### src/rtl/rcPkg.sv
package rcPkg;
  typedef enum logic [2:0] {
    PH_IDLE,
    PH_ISOLATE,
    PH_RECYCLE,
    PH_LATCH,
    PH_DRIVE
  } rcPhase_e;

  typedef struct packed {
    logic capture;
    logic clearPrev;
    logic recycle;
    logic recycleEnd;
    logic latch;
    logic drive;
    logic lowPower;
  } rcStrobe_t;
endpackage

### src/rtl/rcControl.sv
module rcControl
  import rcPkg::*;
#(
  parameter int ISO_LEN = 2,
  parameter int REC_LEN = 3,
  parameter int DRV_LEN = 2
) (
  input  logic      clk,
  input  logic      rstN,
  input  logic      frameStart,
  input  logic      rowStart,
  input  logic      lowPower,
  output rcStrobe_t strb
);
  localparam int MAX_LEN = (ISO_LEN > REC_LEN) ? ((ISO_LEN > DRV_LEN) ? ISO_LEN : DRV_LEN)
                                               : ((REC_LEN > DRV_LEN) ? REC_LEN : DRV_LEN);
  localparam int CNT_W = (MAX_LEN > 1) ? $clog2(MAX_LEN) : 1;

  rcPhase_e   phase;
  logic [CNT_W-1:0] phaseCnt;
  logic       lpReg;
  logic       isIdle;

  assign isIdle = (phase == PH_IDLE);

  always_ff @(posedge clk) begin
    if (!rstN) begin
      phase    <= PH_IDLE;
      phaseCnt <= '0;
      lpReg    <= 1'b0;
    end else begin
      unique case (phase)
        PH_IDLE: if (rowStart) begin
          phase    <= PH_ISOLATE;
          phaseCnt <= CNT_W'(ISO_LEN - 1);
          lpReg    <= lowPower;
        end
        PH_ISOLATE: if (phaseCnt == '0) begin
          phase    <= PH_RECYCLE;
          phaseCnt <= CNT_W'(REC_LEN - 1);
        end else phaseCnt <= phaseCnt - 1'b1;
        PH_RECYCLE: if (phaseCnt == '0) phase <= PH_LATCH;
        else phaseCnt <= phaseCnt - 1'b1;
        PH_LATCH: begin
          phase    <= PH_DRIVE;
          phaseCnt <= CNT_W'(DRV_LEN - 1);
        end
        PH_DRIVE: if (phaseCnt == '0) phase <= PH_IDLE;
        else phaseCnt <= phaseCnt - 1'b1;
        default: phase <= PH_IDLE;
      endcase
    end
  end

  always_comb begin
    strb.capture    = isIdle && rowStart;
    strb.clearPrev  = isIdle && frameStart;
    strb.recycle    = (phase == PH_RECYCLE);
    strb.recycleEnd = (phase == PH_RECYCLE) && (phaseCnt == '0);
    strb.latch      = (phase == PH_LATCH);
    strb.drive      = (phase == PH_DRIVE);
    strb.lowPower   = lpReg;
  end

  // the latch strobe lasts one cycle and is followed by the drive phase
  assert_latch_then_drive_R5: assert property (@(posedge clk) disable iff (!rstN)
    strb.latch |=> (strb.drive && !strb.latch));
endmodule

### src/rtl/rcDatapath.sv
module rcDatapath
  import rcPkg::*;
#(
  parameter int NUM_LINES = 8,
  localparam int CNT_W = $clog2(NUM_LINES + 1)
) (
  input  logic                 clk,
  input  logic                 rstN,
  input  rcStrobe_t            strb,
  input  logic [NUM_LINES-1:0] rowData,
  output logic [NUM_LINES-1:0] lineSwitch,
  output logic [CNT_W-1:0]     donorCount,
  output logic [CNT_W-1:0]     acceptorCount
);
  logic [NUM_LINES-1:0] prevBits;
  logic [NUM_LINES-1:0] newBits;
  logic [NUM_LINES-1:0] changed;
  logic [NUM_LINES-1:0] donorVec;
  logic [NUM_LINES-1:0] acceptVec;
  logic [CNT_W-1:0]     donorSum;
  logic [CNT_W-1:0]     acceptSum;
  logic                 bankWindow;

  assign changed    = prevBits ^ newBits;
  assign donorVec   = changed & prevBits;
  assign acceptVec  = changed & newBits;
  assign bankWindow = strb.recycle && strb.lowPower;

  genvar g;
  generate
    for (g = 0; g < NUM_LINES; g++) begin : gLine
      assign lineSwitch[g] = bankWindow & changed[g];
    end
  endgenerate

  always_comb begin
    donorSum  = '0;
    acceptSum = '0;
    for (int i = 0; i < NUM_LINES; i++) begin
      donorSum  = donorSum + CNT_W'(donorVec[i]);
      acceptSum = acceptSum + CNT_W'(acceptVec[i]);
    end
  end

  always_ff @(posedge clk) begin
    if (!rstN) begin
      prevBits      <= '0;
      newBits       <= '0;
      donorCount    <= '0;
      acceptorCount <= '0;
    end else begin
      if (strb.clearPrev)  prevBits <= '0;
      else if (strb.latch) prevBits <= newBits;
      if (strb.capture)    newBits <= rowData;
      if (strb.recycleEnd) begin
        donorCount    <= donorSum;
        acceptorCount <= acceptSum;
      end
    end
  end

  // a line cannot be both a donor and an acceptor in the same row
  assert_donor_acceptor_disjoint_R2: assert property (@(posedge clk) disable iff (!rstN)
    strb.recycleEnd |=> (32'(donorCount) + 32'(acceptorCount) <= NUM_LINES));
endmodule

### src/rtl/chargeRecycleCtrl.sv
module chargeRecycleCtrl
  import rcPkg::*;
#(
  parameter int NUM_LINES = 8,
  parameter int ISO_LEN   = 2,
  parameter int REC_LEN   = 3,
  parameter int DRV_LEN   = 2,
  localparam int CNT_W    = $clog2(NUM_LINES + 1)
) (
  input  logic                 clk,
  input  logic                 rstN,
  input  logic                 frameStart,
  input  logic                 rowStart,
  input  logic                 lowPower,
  input  logic [NUM_LINES-1:0] rowData,
  output logic [NUM_LINES-1:0] lineSwitch,
  output logic                 bankEn,
  output logic                 latchEn,
  output logic                 driveEn,
  output logic [CNT_W-1:0]     donorCount,
  output logic [CNT_W-1:0]     acceptorCount
);
  rcStrobe_t strb;

  rcControl #(.ISO_LEN(ISO_LEN), .REC_LEN(REC_LEN), .DRV_LEN(DRV_LEN)) uCtrl (
    .clk(clk), .rstN(rstN), .frameStart(frameStart), .rowStart(rowStart),
    .lowPower(lowPower), .strb(strb)
  );

  rcDatapath #(.NUM_LINES(NUM_LINES)) uPath (
    .clk(clk), .rstN(rstN), .strb(strb), .rowData(rowData),
    .lineSwitch(lineSwitch), .donorCount(donorCount), .acceptorCount(acceptorCount)
  );

  assign bankEn  = strb.recycle && strb.lowPower;
  assign latchEn = strb.latch;
  assign driveEn = strb.drive;

  // a line switch may only be closed inside the bank window with drivers off
  assert_switch_in_window_R1: assert property (@(posedge clk) disable iff (!rstN)
    (|lineSwitch) |-> (bankEn && !driveEn));

  // bank and switches are open on the cycle before the drivers turn on
  assert_gap_before_drive_R6: assert property (@(posedge clk) disable iff (!rstN)
    $rose(driveEn) |-> (!$past(bankEn) && ($past(lineSwitch) == '0)));

  // the drive phase is always entered straight from the latch strobe
  assert_drive_after_latch_R4: assert property (@(posedge clk) disable iff (!rstN)
    $rose(driveEn) |-> $past(latchEn));

  // the bank window never coincides with the latch strobe
  assert_bank_not_latch_R4: assert property (@(posedge clk) disable iff (!rstN)
    bankEn |-> !latchEn);
endmodule

### config.mk
export PLATFORM = sky130hd
export DESIGN_NAME = chargeRecycleCtrl
export DESIGN_NICKNAME = d
export VERILOG_FILES = /design/src/rtl/rcPkg.sv /design/src/rtl/rcControl.sv /design/src/rtl/rcDatapath.sv /design/src/rtl/chargeRecycleCtrl.sv
export SDC_FILE = /design/constraint.sdc
export NUM_CORES = 1
export LEC_CHECK = 0
export ABC_CLOCK_PERIOD_IN_PS = 3820
export BUFFER_PORTS_ARGS = -buffer_cell sky130_fd_sc_hd__buf_4
export CORE_ASPECT_RATIO = 0.9
export CORE_MARGIN = 2
export CORE_UTILIZATION = 56
export DETAILED_ROUTE_END_ITERATION = 10
export GPL_TIMING_DRIVEN = 0
export PLACE_DENSITY = 0.82
export SYNTH_ARGS = -nofsm -noshare
export SYNTH_HDL_FRONTEND = slang
export SYNTH_SLANG_ARGS = --single-unit
### constraint.sdc
create_clock -name clk -period 3.82 [get_ports clk]
set_input_delay 0.191 -clock clk [delete_from_list [all_inputs] [get_ports clk]]
set_output_delay 0.191 -clock clk [all_outputs]
set_load 0.05 [all_outputs]
Yosys cells after proc, flatten, opt, wreduce, memory -nomap -nowiden
Cells that the tools add are included.
{"block": "classes", "n_addsub": 15, "eq_ne": 9, "mux": 9, "bitwise": 12, "n_reduce_logical": 12}
{"op": "$add 4x1->4", "n": 12}
{"op": "$and 8x8->8", "n": 2}
{"op": "$pmux 3 s5", "n": 1}
{"op": "$mux 3", "n": 4}
{"op": "$and 1x1->1", "n": 8}
{"op": "$pmux 2 s4", "n": 1}
{"op": "$xor 8x8->8", "n": 1}
{"op": "$eq 3x2->1 const B", "n": 2}
{"op": "$mux 2", "n": 3}
{"op": "$ne 2x2->1 const B", "n": 3}
{"op": "$add 1x1->2", "n": 2}
{"op": "$logic_and 1x1->1", "n": 4}
{"op": "$ne 2x1->1 const B", "n": 2}
{"op": "$reduce_and 4->1", "n": 1}
{"op": "$reduce_bool 4->1", "n": 1}
{"op": "$reduce_or 2->1", "n": 2}
{"op": "$eq 3x1->1 const B", "n": 1}
{"op": "$eq 3x3->1 const B", "n": 1}
{"op": "$logic_not 3->1", "n": 1}
{"op": "$reduce_and 3->1", "n": 1}
{"op": "$logic_not 2->1", "n": 1}
{"op": "$reduce_and 2->1", "n": 1}
{"op": "$sub 2x1->2 const B", "n": 1}
{"op": "$not 1->1", "n": 1}
{"block": "word_totals", "register_bits": 30, "inputBits": 13}

Depth between registers and ports, before layout
Gate-level depths: netlist of run 1.
{"block": "logic_depth", "word_depth": 9, "depth_mapped": 13, "mapped_depth_nobuf": 13}

Hierarchy
From an unflattened synthesis of run 1, not the netlist that was laid out.
{"block": "hier_totals", "hier_cells": 210, "area_unflattened_um2": 2025.7}
{"mod": "rcDatapath", "n_inst": 1, "cells_per_inst": 163, "area_per_inst_um2": 1580.3, "seq_area_each_um2": 480.5}
{"mod": "rcControl", "n_inst": 1, "cells_per_inst": 46, "area_per_inst_um2": 439.2, "seq_area_each_um2": 120.1}
{"mod": "chargeRecycleCtrl", "n_inst": 1, "cells_per_inst": 1, "area_per_inst_um2": 6.3, "seq_area_each_um2": 0.0}

Least setup slack after synthesis of run 1
OpenSTA, ideal clock, no wires.
{"block": "synth_timing", "path_kind": "flip-flop to flip-flop", "startpoint": "register uPath.newBits[0]", "endpoint": "register uPath.donorCount[1]", "setup_time_ps": 59, "t_arrival_ps": 3022, "required_ps": 3761, "setup_slack_ps": 738, "stages_incl_launch_ff": 13, "period_less_slack_ps": 3082, "path_cell_list": "dfxtp_1 > inv_1 > ha_1 > ha_1 > inv_1 > fa_1 > fa_1 > inv_1 > fa_1 > inv_1 > fa_1 > nand2_1 > o211a_1"}
{"block": "synth_between", "elab_chain_len": 9}
{"item": "start: declaration", "line": "rcDatapath.sv:16", "source": "logic [NUM_LINES-1:0] newBits;"}
{"item": "start signal: assignment", "line": "rcDatapath.sv:54", "source": "if (strb.capture) newBits <= rowData;"}
{"item": "$xor 8x8->8", "line": "rcDatapath.sv:24", "source": "assign changed = prevBits ^ newBits;"}
{"item": "$and 8x8->8", "line": "rcDatapath.sv:25", "source": "assign donorVec = changed & prevBits;"}
{"item": "$add 1x1->2", "line": "rcDatapath.sv:40", "source": "donorSum = donorSum + CNT_W'(donorVec[i]);"}
{"item": "$add 4x1->4 (6 in a row)", "line": "rcDatapath.sv:40"}
{"item": "end signal: assignment", "line": "rcDatapath.sv:56", "source": "donorCount <= donorSum;"}
{"item": "end: declaration", "line": "rcDatapath.sv:12", "source": "output logic [CNT_W-1:0] donorCount,"}
No other way between the ends.
A chain may end at the register's enable or synchronous reset.

Worst setup path in the final report of run 1
Same ends and word-level chain as after synthesis.

==> flow_metrics.tcl, run 1 <==
set metrics [dict create \
    dieArea_mm2 0.003922 \
    stdcell_area_mm2 0.002291 \
    cts_tree "built" \
    switching_share 0.3529 \
    htree_levels 2 \
    synth-main-ff-cell "dfxtp_1" \
    maxSlewViolCount 0 \
    place_area_mm2 0.002212 \
    syn_to_final_growth_pct 19.05 \
    grt_pass1_wl_um 6348 \
    synth.top_cell.area_share 0.3121 \
    p_sw_uw 319.5 \
    worstPathCellList "inv_1 > ha_1 > ha_1 > inv_1 > fa_1 > fa_1 > inv_1 > fa_1 > inv_1 > fa_1 > nand2_1 > o211a_1" \
    rows 20 \
    status "finished clean" \
    wl_per_cell_um 12.34 \
    crit_required_ns 4.05 \
    grtUsageTotal 0.2181 \
    arrival_ns 3.54 \
    finalSetupViolCount 0 \
    core_mm2 0.003328 \
    finalHoldViolations 0 \
    drc 0 \
    drive_above_1_share 0.1760 \
    period_minus_slack_ns 3.307 \
    seq_area_um2 600.6 \
    post-cts-setup-buffers 0 \
    multi_input_area_mm2 0.001097 \
    synth_area_mm2 0.001924 \
    slowest_stage "fa_1" \
    place_congestion 0.7902 \
    grt_max_degree 11 \
    fin_util 0.6883 \
    antenna_found_initial 0 \
    syn_inst 229 \
    ys_types 33 \
    cp_max_fo 4 \
    hpwlAfterDp_um 2965 \
    yosysTopAreaCell "dfxtp_1" \
    p_per_area_mw_per_mm2 395.2 \
    p_clk_frac 0.264 \
    hold_class "input pin to register" \
    cts.path.max_buffers 2 \
    avgSynthCellArea_um2 8.403 \
    synth_enable_flop_cells 0 \
    drt_iter0_drc 58 \
    start_util 0.5782 \
    synth_nets 274 \
    dr.pass1.iters 4 \
    ctsResizeCount 0 \
    timing.fmax_mhz 302.4 \
    n_fill_cell 282 \
    cp-end-kind "register" \
    clockRootBuffer "clkbuf_8" \
    antenna_cells 0 \
    ant_nets 0 \
    vias 1566 \
    tns_ns 0 \
    fp.dieH_um 59.61 \
    netlist_top_cells_count "41 x inv_1, 36 x nand2_1, 30 x dfxtp_1" \
    gr-total-overflow 0 \
    power.leakage_uw 0.001062 \
    yosysWarningCount 0 \
    netlist_top_cells_area "dfxtp_1 31%, ha_1 16%, fa_1 8.3%" \
    cts_made_buffers 5 \
    clkLatencyLatePin_ns 0.28 \
    routed_wl_um 3838 \
    worst_pin_slew_ns 0.4416 \
    path_class "register to register" \
    combPwrFrac 0.330 \
    yosysMostFrequentCell "inv_1" \
    power_frac_seq 0.406 \
    internal-power_uw 585.9 \
    seq_area_frac_synth 0.3121 \
    ctsHoldBuffers 0 \
    clock_sinks 30 \
    start_kind "register" \
    die_width_um 65.79 \
    io_pins 32 \
    critPathMaxStageDelay_ns 0.53 \
    clkSlewWorstSetupHoldPaths_ns 0.06 \
    rsz0062_at_grt "false" \
    drv_cap 0 \
    skew_ns 0.003998 \
    port_buffers 31 \
    slew_headroom 0.7015 \
    nets 312 \
    viasPerCell 5.035 \
    vdd_drop_max_v 0.0003063 \
    async_reset_ff_frac 0 \
    grt_pass1_vias 1420 \
    fin_crit_sh 0.8656 \
    synth-seq-cells 30 \
]
registers in the layout, summed over array words and instances (netlist names):
| signal | cells |
|---|---|
| uCtrl.lpReg | 1 |
| uCtrl.phase | 3 |
| uCtrl.phaseCnt | 2 |
| uPath.acceptorCount | 4 |
| uPath.donorCount | 4 |
| uPath.newBits | 8 |
| uPath.prevBits | 8 |
power groups by stage:
stage	clock network, uW	logic (uW)	registers [uW]
finish	239	299	368
global route	259	336	371
CTS	245	301	367
detailed placement	0	299	374
global placement	0	290	373
floorplan	0	210	384
worst paths after layout:
check / from / end / slack (ns) / depth (start not counted)
worst max-delay path: uPath.newBits[0] / uPath.donorCount[1] / 0.51 / 12
worst min-delay path: rowData[3] / uPath.newBits[3] / 0.15 / 3
worst max register to register: uPath.newBits[0] / uPath.donorCount[1] / 0.51 / 12
worst min register to register: uPath.donorCount[3] / uPath.donorCount[3] / 0.45 / 2
placed cells by master (no fill, tap or decap), drive strengths merged, types with 2 or more instances in the layout:
cell and n:
inv 41, buf 38, nand2 36, dfxtp 30, ha 24, nor2 17, a21oi 17, a21boi 14
fa 8, clkbuf 8, nor2b 4, o211a 4, and2 3, o21ai 3, nor3 3, xnor2 2
clkinv 2, nor3b 2
cells by family after synthesis:
kind of cell    synth area share
mux                     0.005202
xor+xnor                 0.01366
compound gates            0.1541
flops                     0.3121
fa+ha+maj                 0.2393
simple gates              0.1580
buf+inv                   0.1177
cell type report:
type / count / share of cell area
plain buffers: 10 / 0.03168
clock buffers: 5 / 0.03004
clock inverters: 2 / 0.004369
inverters: 41 / 0.06718
multi-input cells: 148 / 0.4790
flip-flops and latches: 30 / 0.2622
well taps: 44 / 0.02403
repair buffers: 31 / 0.1016
layer usage:
layer  global-route usage  wire, um  up-vias
li1                     -         -      802
met1               0.2784      1738      718
met2               0.3564      1872       37
met3              0.05894       158        9
met4              0.07738        68        0
met5                    0         0        -
through the flow:
step	instances	hold slack (ns)	worst slack [ns]	total power [uW]
5_1_grt	311	0.1663	0.3897	966.4
4_1_cts	311	0.1497	0.4860	914.2
6_report	311	0.1535	0.5133	905.3
3_5_place_dp	304	0.4465	0.5050	673.4
3_3_place_gp	304	0.4420	0.5734	663.0
2_1_floorplan	229	0.3258	0.7384	593.3
worst max-delay path: cells and delay by family (launching register included):
kind | cells | cell delay (ns)
AND/OR/NAND/NOR | 1 | 0.07
AO/OA/AOI/OAI | 1 | 0.13
buffers and inverters | 4 | 0.28
flip-flops | 1 | 0.40
adder cells (fa/ha/maj) | 6 | 2.37
Power figures use the tool's default switching activity.
==> run 2: changes to the inputs <==
--- a/config.mk
+++ b/config.mk
@@ -7,12 +7,14 @@
 export LEC_CHECK = 0
 export ABC_CLOCK_PERIOD_IN_PS = 3820
 export BUFFER_PORTS_ARGS = -buffer_cell sky130_fd_sc_hd__buf_4
+export CELL_PAD_IN_SITES_DETAIL_PLACEMENT = 1
+export CELL_PAD_IN_SITES_GLOBAL_PLACEMENT = 1
 export CORE_ASPECT_RATIO = 0.9
 export CORE_MARGIN = 2
-export CORE_UTILIZATION = 56
+export CORE_UTILIZATION = 42
 export DETAILED_ROUTE_END_ITERATION = 10
 export GPL_TIMING_DRIVEN = 0
-export PLACE_DENSITY = 0.82
+export PLACE_DENSITY = 0.83
 export SYNTH_ARGS = -nofsm -noshare
 export SYNTH_HDL_FRONTEND = slang
 export SYNTH_SLANG_ARGS = --single-unit
==> run 2 against run 1 <==
- critical path depth stayed put
- clock power is 37% higher
- worst hold slack better by 0.0017 ns
- first-iteration DRC count is 26% lower
- critical path type unchanged
- non-clock buffer count stayed put
- worst setup slack better by 0.013 ns
- sequential power hardly changed
- combinational power hardly changed
- largest power group unchanged
- via count is 0.96% lower
- total power is 10% higher
- sequential share of layout area is 0.63 points lower
- critical endpoint unchanged
- register-to-register slack hardly changed
==> flow_metrics.tcl, run 2 (synthesis results as in run 1) <==
set metrics [dict create \
    skew_ns 0.007482 \
    routed_wl_um 4207 \
    nets 312 \
    wl_per_cell_um 12.79 \
    finalSetupViolCount 0 \
    cts.path.max_buffers 2 \
    grt_pass1_wl_um 7127 \
    slew_headroom 0.6488 \
    htree_levels 2 \
    ctsHoldBuffers 0 \
    clkLatencyLatePin_ns 0.29 \
    cts_tree "built" \
    worst_pin_slew_ns 0.5268 \
    seq_area_um2 600.6 \
    io_pins 32 \
    drive_above_1_share 0.1760 \
    grt_pass1_vias 1536 \
    layout_common_cells "41 x inv_1, 36 x nand2_1, 34 x buf_4" \
    die_width_um 75.35 \
    power.leakage_uw 0.001076 \
    period_minus_slack_ns 3.294 \
    start_util 0.4342 \
    viasPerCell 4.714 \
    rsz0062_at_grt "false" \
    clock_sinks 30 \
    cp-end-kind "register" \
    hold_class "input pin to register" \
    vdd_drop_max_v 0.0002032 \
    vias 1551 \
    ant_nets 0 \
    status "finished clean" \
    tns_ns 0 \
    finalHoldViolations 0 \
    drc 0 \
    multi_input_area_mm2 0.001097 \
    fin_util 0.5296 \
    antenna_found_initial 0 \
    grt_max_degree 11 \
    gr-total-overflow 0 \
    rows 23 \
    total_power_uw 996.5 \
    n_fill_cell 574 \
    dieArea_mm2 0.005140 \
    crit_required_ns 4.05 \
    arrival_ns 3.52 \
    cp_max_fo 4 \
    post-cts-setup-buffers 0 \
    layout_commonest_cell "inv_1" \
    clockRootBuffer "clkbuf_8" \
    grtUsageTotal 0.1891 \
    ctsResizeCount 0 \
    hpwlAfterDp_um 3345 \
    drv_cap 0 \
    worst_hold_slack_ns 0.1552 \
    top_regs "uPath.newBits x8, uPath.prevBits x8" \
    fp.dieH_um 68.22 \
    p_per_area_mw_per_mm2 424.5 \
    antenna_cells 0 \
    timing.fmax_mhz 303.6 \
    dr.pass1.iters 4 \
    maxSlewViolCount 0 \
    drt_iter0_drc 43 \
    clkSlewWorstSetupHoldPaths_ns 0.07 \
    start_kind "register" \
    cts_made_buffers 5 \
    core_mm2 0.004432 \
    fin_crit_sh 0.8623 \
    place_congestion 0.7451 \
    syn_to_final_growth_pct 21.98 \
    port_buffers 31 \
    path_class "register to register" \
]
==> run 2: cell types whose count changed in the layout (fill, tap and decap cells not counted), sizes merged <==
cell / previous run / this run
bufinv: 0 / 1
clkbuf: 8 / 9
clkinv: 2 / 0
==> run 2: worst max-delay path, cell delays in order (launching register included) <==
cell     delay, ns
dfxtp_1       0.40
inv_1         0.07
ha_1          0.20
ha_1          0.27
inv_1         0.05
fa_1          0.50
fa_1          0.52
inv_1         0.06
fa_1          0.45
inv_1         0.10
fa_1          0.42
nand2_1       0.07
o211a_1       0.13
==> run 2: power by group <==
part	internal [uW]	switching [uW]	leakage, uW
clock	208	119	0.0000573
combinational	121	181	0.000774
sequential	343	24.3	0.000244
total	672	324	0.00108
==> run 2: cell type report <==
cell class                 instances  area share
multi-input combinational        148      0.4675
sequential                        30      0.2559
timing repair buffer              31     0.09915
inverter                          41     0.06557
clock buffer                       6     0.03518
tap                               62     0.03305
buffer                            10     0.03092
clock inverter                     1     0.01279
==> run 2: final timing paths <==
| path | depth (start not counted) | endpoint | start | slack [ns] |
|---|---|---|---|---|
| worst min-delay path | 3 | uPath.newBits[3] | rowData[3] | 0.16 |
| worst max register to register | 12 | uPath.donorCount[1] | uPath.newBits[0] | 0.53 |
| worst max-delay path | 12 | uPath.donorCount[1] | uPath.newBits[0] | 0.53 |
| worst min register to register | 2 | uPath.acceptorCount[2] | uPath.acceptorCount[2] | 0.45 |
==> run 2: metal layers <==
metal	vias up	part of all wire	global-route usage
met5	-	0	0
met4	0	0.0076	0.04605
met3	3	0.032	0.05744
met2	27	0.48	0.3120
met1	725	0.48	0.2419
li1	796	-	-
==> run 2: stage by stage <==
| stage | instance area, um^2 | std cells | setup slack [ns] |
|---|---|---|---|
| after global routing | 2347 | 329 | 0.3408 |
| final | 2347 | 329 | 0.5261 |
| after floorplan | 1924 | 229 | 0.7384 |
| after detailed placement | 2235 | 322 | 0.5100 |
| after CTS | 2347 | 329 | 0.4860 |
| after global placement | 2235 | 322 | 0.5754 |
==> run 3: changes to the inputs <==
--- a/config.mk
+++ b/config.mk
@@ -5,16 +5,17 @@
 export SDC_FILE = /design/constraint.sdc
 export NUM_CORES = 1
 export LEC_CHECK = 0
-export ABC_CLOCK_PERIOD_IN_PS = 3820
+export ABC_CLOCK_PERIOD_IN_PS = 3570
 export BUFFER_PORTS_ARGS = -buffer_cell sky130_fd_sc_hd__buf_4
 export CELL_PAD_IN_SITES_DETAIL_PLACEMENT = 1
 export CELL_PAD_IN_SITES_GLOBAL_PLACEMENT = 1
 export CORE_ASPECT_RATIO = 0.9
 export CORE_MARGIN = 2
-export CORE_UTILIZATION = 42
+export CORE_UTILIZATION = 43
 export DETAILED_ROUTE_END_ITERATION = 10
 export GPL_TIMING_DRIVEN = 0
-export PLACE_DENSITY = 0.83
+export PLACE_DENSITY = 0.82
 export SYNTH_ARGS = -nofsm -noshare
 export SYNTH_HDL_FRONTEND = slang
+export SYNTH_HIERARCHICAL = 1
 export SYNTH_SLANG_ARGS = --single-unit
==> constraint.sdc (replaced) <==
create_clock -name clk -period 3.57 [get_ports clk]
set_input_delay 0.1785 -clock clk [delete_from_list [all_inputs] [get_ports clk]]
set_output_delay 0.1785 -clock clk [all_outputs]
set_load 0.05 [all_outputs]
==> run 3 against run 2 <==
- via count is 6.3% lower
- cell count is 5.5% lower
- die area up 2.7%
- synthesized cell count is 8.3% lower
- critical path type unchanged
==> flow_metrics.tcl, run 3 <==
set metrics [dict create \
    viasPerCell 4.675 \
    synth_area_mm2 0.002026 \
    netlist_top_cells_area "dfxtp_1 30%, ha_1 15%, mux2i_1 9.4%" \
    p_per_area_mw_per_mm2 432.2 \
    cp-end-kind "register" \
    dr.pass1.iters 4 \
    drc 0 \
    synth.top_cell.area_share 0.2965 \
    clock_sinks 30 \
    power.leakage_uw 0.001060 \
    top_regs "uPath/newBits x8, uPath/prevBits x8" \
    pre_cts_ws_ns 0.2860 \
    path_class "register to register" \
    hpwlAfterDp_um 3231 \
    drt_iter0_drc 23 \
    grt_max_degree 11 \
    place_congestion 0.7341 \
    wl_per_cell_um 13.46 \
    switching_share 0.3196 \
    layout_commonest_cell "inv_1" \
    yosysWarningCount 6 \
    fp.dieH_um 69.12 \
    drive_above_1_share 0.2691 \
    power_frac_seq 0.370 \
    htree_levels 2 \
    ant_nets 0 \
    cp_max_fo 3 \
    start_kind "register" \
    ctsHoldBuffers 0 \
    async_reset_ff_frac 0 \
    timing.fmax_mhz 301.0 \
    period_minus_slack_ns 3.322 \
    yosysTopAreaCell "dfxtp_1" \
    cts.path.max_buffers 2 \
    grt_pass1_wl_um 7327 \
    worst_hold_slack_ns 0.1333 \
    clkLatencyLatePin_ns 0.28 \
    stdcell_area_mm2 0.002445 \
    slew_headroom 0.5267 \
    dieArea_mm2 0.005277 \
    rsz0062_at_grt "false" \
    p_sw_uw 337.7 \
    place_area_mm2 0.002336 \
    maxSlewViolCount 0 \
    synth_nets 255 \
    finalSetupViolCount 0 \
    io_pins 32 \
    cts_tree "built" \
    vias 1454 \
    p_clk_frac 0.321 \
    port_buffers 31 \
    arrival_ns 3.50 \
    syn_inst 210 \
    avgSynthCellArea_um2 9.646 \
    synth-seq-cells 30 \
    clockRootBuffer "clkbuf_8" \
    combPwrFrac 0.309 \
    antenna_cells 0 \
    gr-total-overflow 0 \
    tns_ns 0 \
    timing.final.ws_setup_ns 0.2482 \
    worst_pin_slew_ns 0.7084 \
    hold_class "input pin to register" \
    syn_to_final_growth_pct 20.69 \
    grt_pass1_vias 1582 \
    synth-main-ff-cell "dfxtp_1" \
    netlist_top_cells_count "42 x inv_1, 30 x dfxtp_1, 24 x ha_1" \
    rows 23 \
    core_mm2 0.004489 \
    layout_common_cells "42 x inv_1, 34 x buf_4, 30 x dfxtp_1" \
    drv_cap 0 \
    skew_ns 0.004592 \
    routed_wl_um 4187 \
    synth_enable_flop_cells 0 \
    post-cts-setup-buffers 0 \
    vdd_drop_max_v 0.0002357 \
    seq_area_frac_synth 0.2965 \
    clkSlewWorstSetupHoldPaths_ns 0.07 \
    finalHoldViolations 0 \
    status "finished clean" \
    grtUsageTotal 0.1741 \
    internal-power_uw 718.8 \
    ys_types 34 \
    yosysMostFrequentCell "inv_1" \
    cts_made_buffers 5 \
    start_util 0.4512 \
    nets 293 \
    fin_crit_sh 0.9305 \
    crit_required_ns 3.74 \
    die_width_um 76.35 \
    ctsResizeCount 0 \
    antenna_found_initial 0 \
]
## run 3: cell types whose count changed in the layout (fill, tap and decap cells not counted), sizes merged, moves of 3 or more
cell | before | now
a21boi | 14 | 0
a21oi | 17 | 4
clkbuf | 9 | 6
mux2i | 1 | 19
nand2 | 36 | 5
nand3b | 1 | 5
nor2b | 4 | 11
## run 3: power by group through the flow
stage               Combinational [uW]  Clock, uW  Sequential [uW]
floorplan                          238          0              405
global placement                   319          0              396
detailed placement                 331          0              398
CTS                                333        349              391
global route                       368        363              395
finish                             327        339              391
## run 3: final cells by class
class / instances / area, um^2
fill: 542 / 2044
sequential: 30 / 600.6
timing repair buffer: 31 / 232.7
inverter: 42 / 157.7
tap: 62 / 77.57
buffer: 9 / 82.58
clock inverter: 3 / 40.04
clock buffer: 5 / 68.82
multi-input combinational: 129 / 1185
## run 3: logic make-up after synthesis
| family | Yosys count | synth area share |
|---|---|---|
| AO/OA/AOI/OAI | 15 | 0.06177 |
| flip-flops | 30 | 0.2965 |
| adder cells (fa/ha/maj) | 32 | 0.2273 |
| AND/OR/NAND/NOR | 60 | 0.1878 |
| buffers and inverters | 51 | 0.1186 |
| multiplexers | 20 | 0.09944 |
| XOR/XNOR | 2 | 0.008649 |
## run 3: per-layer routing
| layer | wire (um) | global-route usage |
|---|---|---|
| met5 | 0 | 0 |
| met3 | 118 | 0.03534 |
| met2 | 2012 | 0.2940 |
| met1 | 1990 | 0.2188 |
| met4 | 66 | 0.06667 |
## run 3: path summary, 6_finish.rpt
kind | startpoint | to | slack, ns | cells after the start
worst min-delay path | lowPower | uCtrl/lpReg | 0.13 | 3
worst max-delay path | uPath/prevBits[3] | uPath/acceptorCount[2] | 0.25 | 12
worst min register to register | uPath/acceptorCount[1] | uPath/acceptorCount[1] | 0.48 | 1
worst max register to register | uPath/prevBits[3] | uPath/acceptorCount[2] | 0.25 | 12
## run 3: through the flow
step	power, uW	utilization	instances
global placement	715.5	0.5203	303
CTS	1073	0.5446	311
detailed placement	728.3	0.5203	303
finish	1057	0.5446	311
floorplan	643.2	-	210
global route	1126	0.5446	311
## run 3: critical path, cell delays in order, from the launching register on
cell,delay [ns]
dfxtp_1,0.37
inv_1,0.06
ha_1,0.21
inv_1,0.07
fa_1,0.44
fa_1,0.56
inv_1,0.06
fa_1,0.54
ha_1,0.18
inv_1,0.07
fa_1,0.38
xor2_1,0.18
o21ai_2,0.08
